<file path="config.mk">
export PLATFORM = sky130hd
export DESIGN_NAME = ptimer_top
export DESIGN_NICKNAME = d
export VERILOG_FILES = /design/src/rtl/ptmr_pkg.sv /design/src/rtl/ptmr_srcdiv.sv /design/src/rtl/ptmr_pinsync.sv /design/src/rtl/ptmr_stage.sv /design/src/rtl/ptimer_top.sv
export SDC_FILE = /design/constraint.sdc
export NUM_CORES = 1
export LEC_CHECK = 0
export BUFFER_PORTS_ARGS = -buffer_cell sky130_fd_sc_hd__buf_2
export CORE_ASPECT_RATIO = 1.5
export CORE_UTILIZATION = 40
export DETAILED_ROUTE_END_ITERATION = 8
export GPL_ROUTABILITY_DRIVEN = 0
export PLACE_DENSITY = 0.69
export SYNTH_ARGS = -nofsm -noshare
export SYNTH_HDL_FRONTEND = slang
export SYNTH_SLANG_ARGS = --single-unit
</file>
<file path="constraint.sdc">
create_clock -name clk -period 2.6 [get_ports clk]
set_input_delay 0.52 -clock clk [delete_from_list [all_inputs] [get_ports clk]]
set_output_delay 0.52 -clock clk [all_outputs]
set_load 0.01 [all_outputs]
</file>
<file path="src/rtl/ptmr_pkg.sv">
package ptmr_pkg;

  typedef enum logic [1:0] {
    MODE_INTERVAL = 2'b00,
    MODE_PULSE    = 2'b01,
    MODE_EVENT    = 2'b10,
    MODE_WIDTH    = 2'b11
  } tmr_mode_e;

  // Edge chosen by the polarity bit: 0 -> rising, 1 -> falling.
  function automatic logic pick_edge(input logic rise, input logic fall,
                                     input logic pol);
    return pol ? fall : rise;
  endfunction

  // Width gate: counting enabled while the level differs from the polarity bit.
  function automatic logic level_open(input logic lvl, input logic pol);
    return lvl ^ pol;
  endfunction

endpackage

</file>
<file path="src/rtl/ptmr_srcdiv.sv">
module ptmr_srcdiv #(
  parameter int SLOW_DIV = 16,
  parameter int FAST_DIV = 2
) (
  input  logic clk,
  input  logic rst_n,
  input  logic sel_slow_i,
  output logic tick_o
);
  localparam int CW = $clog2(SLOW_DIV);
  localparam logic [CW-1:0] SLOW_M = CW'(SLOW_DIV - 1);
  localparam logic [CW-1:0] FAST_M = CW'(FAST_DIV - 1);

  logic [CW-1:0] cnt_q;

  always_ff @(posedge clk or negedge rst_n) begin
    if (!rst_n) cnt_q <= '0;
    else        cnt_q <= cnt_q + CW'(1);
  end

  assign tick_o = sel_slow_i ? (cnt_q == SLOW_M) : ((cnt_q & FAST_M) == FAST_M);

  // both dividers are at least 2, so ticks never come back to back
  a_r3_tick_gap: assert property (@(posedge clk) disable iff (!rst_n)
    (tick_o && $stable(sel_slow_i)) |=> !tick_o);

endmodule

</file>
<file path="src/rtl/ptmr_pinsync.sv">
module ptmr_pinsync #(
  parameter int STAGES = 2
) (
  input  logic clk,
  input  logic rst_n,
  input  logic pin_i,
  output logic lvl_o,
  output logic rise_o,
  output logic fall_o
);
  logic [STAGES-1:0] sq;
  logic              prev_q;

  for (genvar g = 0; g < STAGES; g++) begin : g_sync
    always_ff @(posedge clk or negedge rst_n) begin
      if (!rst_n)      sq[g] <= 1'b0;
      else if (g == 0) sq[g] <= pin_i;
      else             sq[g] <= sq[(g == 0) ? 0 : g-1];
    end
  end

  always_ff @(posedge clk or negedge rst_n) begin
    if (!rst_n) prev_q <= 1'b0;
    else        prev_q <= lvl_o;
  end

  assign lvl_o  = sq[STAGES-1];
  assign rise_o = lvl_o & ~prev_q;
  assign fall_o = ~lvl_o & prev_q;

  // an edge pulse lasts one clock
  a_r10_rise_single: assert property (@(posedge clk) disable iff (!rst_n)
    rise_o |=> !rise_o);
  a_r10_fall_single: assert property (@(posedge clk) disable iff (!rst_n)
    fall_o |=> !fall_o);

endmodule

</file>
<file path="src/rtl/ptmr_stage.sv">
module ptmr_stage #(
  parameter int W = 8
) (
  input  logic         clk,
  input  logic         rst_n,
  input  logic         wr_i,
  input  logic [W-1:0] wdata_i,
  input  logic         stop_i,
  input  logic         pulse_i,
  output logic         uf_o
);
  logic [W-1:0] latch_q, cnt_q, reload_val;
  logic         step;

  function automatic logic [W-1:0] next_down(input logic [W-1:0] cur,
                                             input logic [W-1:0] rl);
    return (cur == '0) ? rl : cur - W'(1);
  endfunction

  assign step       = pulse_i & ~stop_i;
  assign reload_val = wr_i ? wdata_i : latch_q;   // fresh write wins
  assign uf_o       = step & (cnt_q == '0);

  always_ff @(posedge clk or negedge rst_n) begin
    if (!rst_n) begin
      latch_q <= '0;
      cnt_q   <= '0;
    end else begin
      if (wr_i) latch_q <= wdata_i;
      if (wr_i && stop_i) cnt_q <= wdata_i;
      else if (step)      cnt_q <= next_down(cnt_q, reload_val);
    end
  end

  // plain decrement
  a_r1_step: assert property (@(posedge clk) disable iff (!rst_n)
    (step && cnt_q != '0) |=> cnt_q == $past(cnt_q) - W'(1));
  // reload at underflow takes the written value when one arrives
  a_r2_reload: assert property (@(posedge clk) disable iff (!rst_n)
    (step && cnt_q == '0) |=> cnt_q == ($past(wr_i) ? $past(wdata_i) : $past(latch_q)));
  // stopped stage holds its count
  a_r7_hold: assert property (@(posedge clk) disable iff (!rst_n)
    (stop_i && !wr_i) |=> $stable(cnt_q));
  // write while stopped loads the counter
  a_r8_stopped_load: assert property (@(posedge clk) disable iff (!rst_n)
    (stop_i && wr_i) |=> cnt_q == $past(wdata_i));

endmodule

</file>
<file path="src/rtl/ptimer_top.sv">
module ptimer_top #(
  parameter int W        = 8,
  parameter int SLOW_DIV = 16,
  parameter int FAST_DIV = 2,
  parameter int SYNC_STG = 2
) (
  input  logic         clk,
  input  logic         rst_n,
  input  logic         pre_wr_i,
  input  logic         tmr_wr_i,
  input  logic [W-1:0] wdata_i,
  input  logic [1:0]   mode_i,
  input  logic         edge_sel_i,
  input  logic         stop_i,
  input  logic         src_sel_i,
  input  logic         pin_i,
  output logic         pin_o,
  output logic         irq_o,
  output logic         pin_evt_o
);
  import ptmr_pkg::*;

  tmr_mode_e mode;
  logic src_tick, lvl, rise, fall, act_edge;
  logic pre_in, pre_uf, tmr_uf;
  logic pin_q, irq_q;

  assign mode = tmr_mode_e'(mode_i);

  ptmr_srcdiv #(.SLOW_DIV(SLOW_DIV), .FAST_DIV(FAST_DIV)) u_src (
    .clk(clk), .rst_n(rst_n), .sel_slow_i(src_sel_i), .tick_o(src_tick));

  ptmr_pinsync #(.STAGES(SYNC_STG)) u_sync (
    .clk(clk), .rst_n(rst_n), .pin_i(pin_i),
    .lvl_o(lvl), .rise_o(rise), .fall_o(fall));

  assign act_edge = pick_edge(rise, fall, edge_sel_i);

  always_comb begin
    unique case (mode)
      MODE_EVENT: pre_in = act_edge;
      MODE_WIDTH: pre_in = src_tick & level_open(lvl, edge_sel_i);
      default:    pre_in = src_tick;
    endcase
  end

  ptmr_stage #(.W(W)) u_pre (
    .clk(clk), .rst_n(rst_n), .wr_i(pre_wr_i), .wdata_i(wdata_i),
    .stop_i(stop_i), .pulse_i(pre_in), .uf_o(pre_uf));

  ptmr_stage #(.W(W)) u_tmr (
    .clk(clk), .rst_n(rst_n), .wr_i(tmr_wr_i), .wdata_i(wdata_i),
    .stop_i(stop_i), .pulse_i(pre_uf), .uf_o(tmr_uf));

  always_ff @(posedge clk or negedge rst_n) begin
    if (!rst_n) begin
      pin_q <= 1'b1;
      irq_q <= 1'b0;
    end else begin
      irq_q <= tmr_uf;
      if (mode != MODE_PULSE) pin_q <= ~edge_sel_i;
      else if (tmr_uf)        pin_q <= ~pin_q;
    end
  end

  assign pin_o     = pin_q;
  assign irq_o     = irq_q;
  assign pin_evt_o = act_edge;

  // one request pulse per underflow, one clock later
  a_r2_irq_follows: assert property (@(posedge clk) disable iff (!rst_n)
    tmr_uf |=> irq_o);
  a_r2_irq_only: assert property (@(posedge clk) disable iff (!rst_n)
    !tmr_uf |=> !irq_o);
  // toggle on underflow in pulse mode, idle level elsewhere
  a_r4_pin_toggle: assert property (@(posedge clk) disable iff (!rst_n)
    (mode == MODE_PULSE && tmr_uf) |=> pin_o != $past(pin_o));
  a_r4_pin_idle: assert property (@(posedge clk) disable iff (!rst_n)
    (mode != MODE_PULSE) |=> pin_o == !$past(edge_sel_i));
  // event mode advances only on the selected edge
  a_r5_event_edge: assert property (@(posedge clk) disable iff (!rst_n)
    (mode == MODE_EVENT && !act_edge) |-> !pre_uf);
  // width mode blocked at the inactive level
  a_r6_width_gate: assert property (@(posedge clk) disable iff (!rst_n)
    (mode == MODE_WIDTH && lvl == edge_sel_i) |-> !pre_uf);
  // no underflow while stopped
  a_r7_no_uf: assert property (@(posedge clk) disable iff (!rst_n)
    stop_i |-> !tmr_uf && !pre_uf);

endmodule

</file>
==> impl_metrics.csv, run 1 <==
group,metric,value,unit
critical_path,max_stage_delay,0.58,ns
timing,post-route-min-period,2.16,ns
flow_run,drv.max_cap_violation_count,0,
global_route,globalRouteTotalUtil,19.5,%
yosys,yosys-top-cells-count,"40 x dfrtp_1, 22 x mux2_2, 13 x nand2_1, 11 x a21oi_1, 11 x inv_1",
routing,initialDrtViolationCount,86,
clocking,cts-root-buf,"clkbuf_8",
global_route,grt_first_pass_wirelength,7970,µm
global_route,gr-total-overflow,0,
cells_and_area,areaGrowthSynthToFinish,12.6,%
global_route,grt_antenna_before_repair,0,
timing,final_report_hold_violation_count,0,
yosys,largest_family_of_logic_cells_by_synthesized_area,"compound AO/OA/AOI/OAI gates",
critical_path,critical_path.cell_chain,"or4_4 -> or3_4 -> or4_1 -> a41oi_1",
clocking,cts_post_setup_buffers_inserted,0,
critical_path,timing.critical_path.arrival,2.37,ns
die,std_cell_rows,32,
die,start_util,41.9,%
critical_path,critPathLaunchType,"register",
pwr,finalPower,1560,µW
clocking,ctsHtreeMaxLevel,2,
yosys,compound_gate_fraction_of_synth_area,14.9,%
yosys,synth_sequential_area_ratio,47.4,%
routing,drc,0,
pwr,power.density,639,mW/mm²
yosys,syn-cell-area,0.00217,mm²
place,dp.final_hpwl,3580,µm
global_route,grt_max_degree,42,
yosys,synth_largest_area_cell,"dfrtp_1",
cells_and_area,final_nets,245,
die,floorplan.die.width,62.1,µm
yosys,synth_cells,199,
clocking,clock_insertion_delay_worst_skew,0.30,ns
timing,skew,0.00559,ns
pwr,p_switching,460,µW
timing,fmax,463,MHz
worst_hold_path,hold_path_class,"input port to register",
routing,drt-pass1-iter-count,4,
pwr,power.clock.fraction,27.6,%
yosys,yosys-top-cells-area,"dfrtp_1 46%, mux2_2 11%, a221o_1 3.2%",
pwr,p_leak,0.00110,µW
yosys,synth-warning-count,0,
yosys,post_synth_mux_area_share,14.2,%
timing,timing.slew.headroom,38.5,%
routing,detail-route-antenna-nets,0,
yosys,synth.ff_latch_count,41,
timing,finalSetupViolCount,0,
critical_path,cpLargestDelayFamily,"simple AND/OR/NAND/NOR gates",
die,dieHeight,92.1,µm
timing,layout_worst_path_cycle_share,83.1,%
clocking,cts_inserted_buffers,5,
global_route,vias_in_the_first_global_route,1643,
timing,tns,0,ns
routing,vias_per_cell,5.69,
critical_path,timing_worst_setup_path_type,"register to register",
cells_and_area,nFillCells,494,
yosys,flip_flop_cell_with_the_highest_count_after_synthesis,"dfrtp_1",
critical_path,slowest_stage,"or4_4",
routing,wl,4890,µm
clocking,cts.sink_count,41,
pwr,power_frac_seq,48.9,%
place,place.port_buffers,20,
clocking,tritoncts,"built",
yosys,synth_enable_flop_cells,0,
yosys,yosys.cell_count.top_type,"dfrtp_1",
clocking,clk_pin_slew,0.07,ns
yosys,share_of_the_synthesized_area_in_the_top_cell_type,46.2,%
timing,rsz0062_at_grt,"no",
cells_and_area,drive_above_1_share,25.6,%
die,top_level_port_count,21,
yosys,async_reset_ff_share,100,%
pwr,internal_power_contribution,1100,µW
critical_path,cp_num_buf_inv,0,
timing,worst-slew-pin-transition,0.922,ns
routing,total_number_of_vias,1656,
pwr,switching_share,29.6,%
critical_path,largest_fanout_of_any_net_on_the_critical_path,12,
clocking,cts-hold-fix-buffers,0,
critical_path,critical_path_required,2.81,ns
die,coreArea,0.00516,mm²
pwr,p_comb_share,23.5,%
die,design.die.area,0.00572,mm²
yosys,ys_types,44,
clocking,cts_resized,0,
critical_path,endpoint_kind,"register",
yosys,mapped_nets,222,
yosys,synth-simple-area-share,13.5,%
cells_and_area,diode_insertion_count_for_antenna_repair,0,
yosys,syn_area_per_cell,10.9,µm²
timing,slew_viol_final,0,
yosys,synthesized_area_fraction_occupied_by_adder_cells,2.89,%
routing,wire_length_per_cell,16.8,µm
yosys,yosys.area_share.xor_xnor,3.64,%
run_status,run_status,"finished, final reports clean",
pwr,irDropWorstVdd,0.232,mV
clocking,max-clock-path-buffers,2,
worst paths after layout:
path | start | cells after the start | slack (ns) | endpoint
max in group asynchronous | rst_n | 1 | 1.67 | u_pre.latch_q[6]$_DFF_PN0_
setup / recovery | u_pre.cnt_q[2]$_DFFE_PN0P_ | 4 | 0.44 | pin_o$_DFFE_PN1P_
setup reg to reg | u_pre.cnt_q[2]$_DFFE_PN0P_ | 4 | 0.44 | pin_o$_DFFE_PN1P_
min in group asynchronous | rst_n | 1 | 0.35 | u_src.cnt_q[2]$_DFF_PN0_
hold reg to reg | u_sync.sq[0]$_DFF_PN0_ | 0 | 0.35 | u_sync.lvl_o$_DFF_PN0_
hold / removal | pin_i | 1 | 0.33 | u_sync.sq[0]$_DFF_PN0_
cell usage in the layout (no fill, tap or decap), types with 6 or more instances in the layout:
cell type / synthesis / layout
a21oi_1: 11 / 11
inv_1: 11 / 11
buf_2: 2 / 20
nor2_1: 10 / 10
mux2_2: 22 / 22
nor3_1: 8 / 8
a221o_1: 7 / 7
clkbuf_8: 0 / 6
nand2_1: 13 / 13
dfrtp_1: 40 / 40
mux2i_1: 6 / 6
sequential cells by signal (all words and copies together), names as in the netlist:
name and flops:
u_sync.prev_q 1, u_tmr.cnt_q 8, irq_o 1, pin_o 1, u_src.cnt_q 4, u_pre.cnt_q 8, u_tmr.latch_q 8, u_sync.sq 1
u_sync.lvl_o 1, u_pre.latch_q 8
cell families (layout without fill, tap and decap cells):
group	after synthesis	in the layout
buffers and inverters	19	43
AOI/OAI and AO/OA	42	42
DFF	41	41
and+or+nand+nor	55	55
muxes	28	28
adders and majority gates	5	5
xor gates and xnor gates	9	9
worst register-to-register path, stage by stage, from the launching register on:
cell     delay [ns]
dfrtp_1        0.43
or4_4          0.59
or3_4          0.42
or4_1          0.41
a41oi_1        0.22
routing by layer:
| layer | GRT usage [%] | routed length (µm) | up-vias |
|---|---|---|---|
| li1 | - | - | 783 |
| met1 | 23.0 | 1940 | 825 |
| met2 | 32.2 | 2670 | 39 |
| met3 | 4.09 | 166 | 9 |
| met4 | 9.26 | 116 | 0 |
| met5 | 0 | 0 | - |
cell type report:
cell class	instances	area (µm²)	share of cell area (%)
multi-input combinational	139	1060	43.7
sequential	41	1030	42.1
timing repair buffer	24	130	5.34
clock buffer	8	90.1	3.69
tap	68	85.1	3.49
inverter	11	41.3	1.69
power by group through the flow:
stage	sequential, µW	clock [µW]	combinational, µW
after detailed placement	773	0	368
after global placement	770	0	364
after floorplan	758	0	271
final	762	429	366
after global routing	770	466	405
after CTS	760	444	369
through the flow:
step	std cells	instance area, µm²	util [%]	worst slack, ns	hold slack (ns)
6_report	291	2440	47.2	0.441	0.333
5_1_grt	291	2440	47.2	0.356	0.316
4_1_cts	291	2440	47.2	0.425	0.325
3_5_place_dp	283	2350	45.5	0.424	0.336
3_3_place_gp	283	2350	45.5	0.463	0.332
2_1_floorplan	199	2170	-	0.567	0.224
Power figures use the tool's default switching activity.
==> run 2, diff against run 1 <==
- PLACE_DENSITY: 0.69 -> 0.71
- clock period: 2.6 -> 1.9 ns (I/O delays scaled with it)
==> run 2 against run 1 <==
Net effect:
- the run now ends with negative setup slack left
- wire length grew 11%
- register-to-register slack lost 0.53 ns
- global-route usage grew 1.5 points
- sequential share of layout area shrank 6.3 points
- via count grew 7.9%
- final area grew 17%
- final cell count grew 11%
- critical path depth is the same
- clock-buffer cell count shrank 1
- critical path type unchanged
==> impl_metrics.csv, run 2 (synthesis gave the netlist of run 1 again) <==
group,metric,value,unit
run_status,run_status,"finished, violations left",
run_status,violations,"negative setup slack",
die,std_cell_rows,32,
pwr,power.density,864,mW/mm²
timing,layout_worst_path_cycle_share,105,%
cells_and_area,drive_above_1_share,44.9,%
timing,setup_ws,-0.0874,ns
die,coreArea,0.00516,mm²
critical_path,max_stage_delay,0.55,ns
routing,total_number_of_vias,1787,
global_route,globalRouteTotalUtil,20.9,%
flow_run,drv.max_cap_violation_count,0,
routing,wl,5450,µm
critical_path,critical_path_required,2.13,ns
place,place.port_buffers,20,
timing,whs,0.0211,ns
clocking,ctsHtreeMaxLevel,2,
routing,drt-pass1-iter-count,4,
cells_and_area,diode_insertion_count_for_antenna_repair,0,
global_route,grt_first_pass_wirelength,8690,µm
die,top_level_port_count,21,
critical_path,cp_num_buf_inv,0,
timing,worst-slew-pin-transition,0.460,ns
critical_path,largest_fanout_of_any_net_on_the_critical_path,5,
cells_and_area,finalNonFillerCells,324,
pwr,irDropWorstVdd,0.337,mV
global_route,grt_antenna_before_repair,0,
timing,timing.slew.headroom,69.4,%
cells_and_area,fin_area,0.00287,mm²
critical_path,worst_path_most_repeated_cell,"or4_4",
routing,initialDrtViolationCount,129,
place,placed_cell_count,312,
timing,skew,0.0134,ns
die,design.die.area,0.00572,mm²
critical_path,timing.critical_path.arrival,2.22,ns
timing,tns,-0.190,ns
die,start_util,41.9,%
timing,rsz0062_at_grt,"yes",
routing,wire_length_per_cell,16.8,µm
global_route,vias_in_the_first_global_route,1875,
place,dp_slack,-0.0664,ns
clocking,cts_inserted_buffers,5,
routing,detail-route-antenna-nets,0,
critical_path,slowest_stage,"or4_4",
critical_path,timing_worst_setup_path_type,"register to register",
critical_path,critPathLaunchType,"register",
critical_path,critical_path.cell_chain,"or4_4 -> or3_4 -> or4_4 -> a41oi_2",
critical_path,endpoint_kind,"register",
clocking,tritoncts,"built",
routing,drc,0,
pwr,p_leak,0.00130,µW
timing,final_report_hold_violation_count,0,
clocking,cts-root-buf,"clkbuf_8",
cells_and_area,nFillCells,438,
die,floorplan.die.width,62.1,µm
cells_and_area,areaGrowthSynthToFinish,32.3,%
cells_and_area,layout_commonest_cell,"dfrtp_1",
clocking,max-clock-path-buffers,2,
global_route,grt_max_degree,21,
cells_and_area,final_nets,278,
place,dp.final_hpwl,3970,µm
clocking,clock_insertion_delay_worst_skew,0.30,ns
timing,slew_viol_final,0,
die,dieHeight,92.1,µm
critical_path,cpLargestDelayFamily,"simple AND/OR/NAND/NOR gates",
timing,finalSetupViolCount,6,
worst_hold_path,hold_path_class,"input port to asynchronous set/reset pin",
clocking,cts.sink_count,41,
cells_and_area,most-common-layout-cells,"40 x dfrtp_1, 33 x buf_4, 21 x mux2_2",
global_route,gr-total-overflow,0,
timing,fmax,503,MHz
timing,post-route-min-period,1.99,ns
clocking,clk_pin_slew,0.08,ns
routing,vias_per_cell,5.52,
place,dpl-instance-area,0.00257,mm²
[run 2: worst paths after layout]
kind                                            start                          to  slack (ns)  cells after the start
max                        u_pre.cnt_q[5]$_DFFE_PN0P_           pin_o$_DFFE_PN1P_       -0.09                      4
min                                             rst_n             irq_o$_DFF_PN0_        0.02                      1
max reg2reg                u_pre.cnt_q[5]$_DFFE_PN0P_           pin_o$_DFFE_PN1P_       -0.09                      4
min reg2reg                    u_sync.sq[0]$_DFF_PN0_      u_sync.lvl_o$_DFF_PN0_        0.36                      0
max in group asynchronous                       rst_n  u_pre.latch_q[2]$_DFF_PN0_        1.33                      2
min in group clk                                pin_i      u_sync.sq[0]$_DFF_PN0_        0.19                      1
[run 2: where the power goes]
| group | total [µW] | leakage [µW] | internal (µW) | switching, µW |
|---|---|---|---|---|
| Combinational | 708 | 0.000755 | 356 | 352 |
| Clock | 739 | 0.0000585 | 429 | 311 |
| Sequential | 1030 | 0.000490 | 968 | 61.0 |
| Total | 2480 | 0.00130 | 1750 | 724 |
[run 2: per-stage QoR]
step | util (%) | power, µW
2_1_floorplan | - | 1410
3_3_place_gp | 49.8 | 1640
3_5_place_dp | 49.8 | 1650
4_1_cts | 52.6 | 2390
5_1_grt | 55.5 | 2600
6_report | 55.5 | 2480
[run 2: layout make-up]
cell class / count / area [µm²] / share of cell area (%)
inverters: 11 / 41.3 / 1.44
flip-flops and latches: 41 / 1030 / 35.9
repair buffers: 57 / 393 / 13.7
well taps: 68 / 85.1 / 2.97
clock buffers: 7 / 86.3 / 3.01
multi-input cells: 139 / 1200 / 42.0
clock inverters: 1 / 30.0 / 1.05
[run 2: routing by layer]
metal	routed length [µm]	track usage, %	part of all wire [%]	vias to the layer above
met5	0	0	0	-
met4	130	9.44	2.4	0
met3	143	4.09	2.6	11
met2	3070	36.6	56	28
met1	2110	23.1	39	904
li1	-	-	-	844
[run 2: worst register-to-register path: cells and delay by family, from the launching register on]
kind | cells | cell delay [ns]
AO/OA/AOI/OAI | 1 | 0.19
AND/OR/NAND/NOR | 3 | 1.37
flip-flops | 1 | 0.38
[run 2: what timing repair did]
| item | CTS | global route |
|---|---|---|
| endpoints found under the setup margin | 4 | 16 |
| hold buffers | 0 | 0 |
| resized for setup | 5 | 30 |
| cloned | 0 | 1 |
| pin swaps | 0 | 12 |
| setup buffers | 0 | 3 |
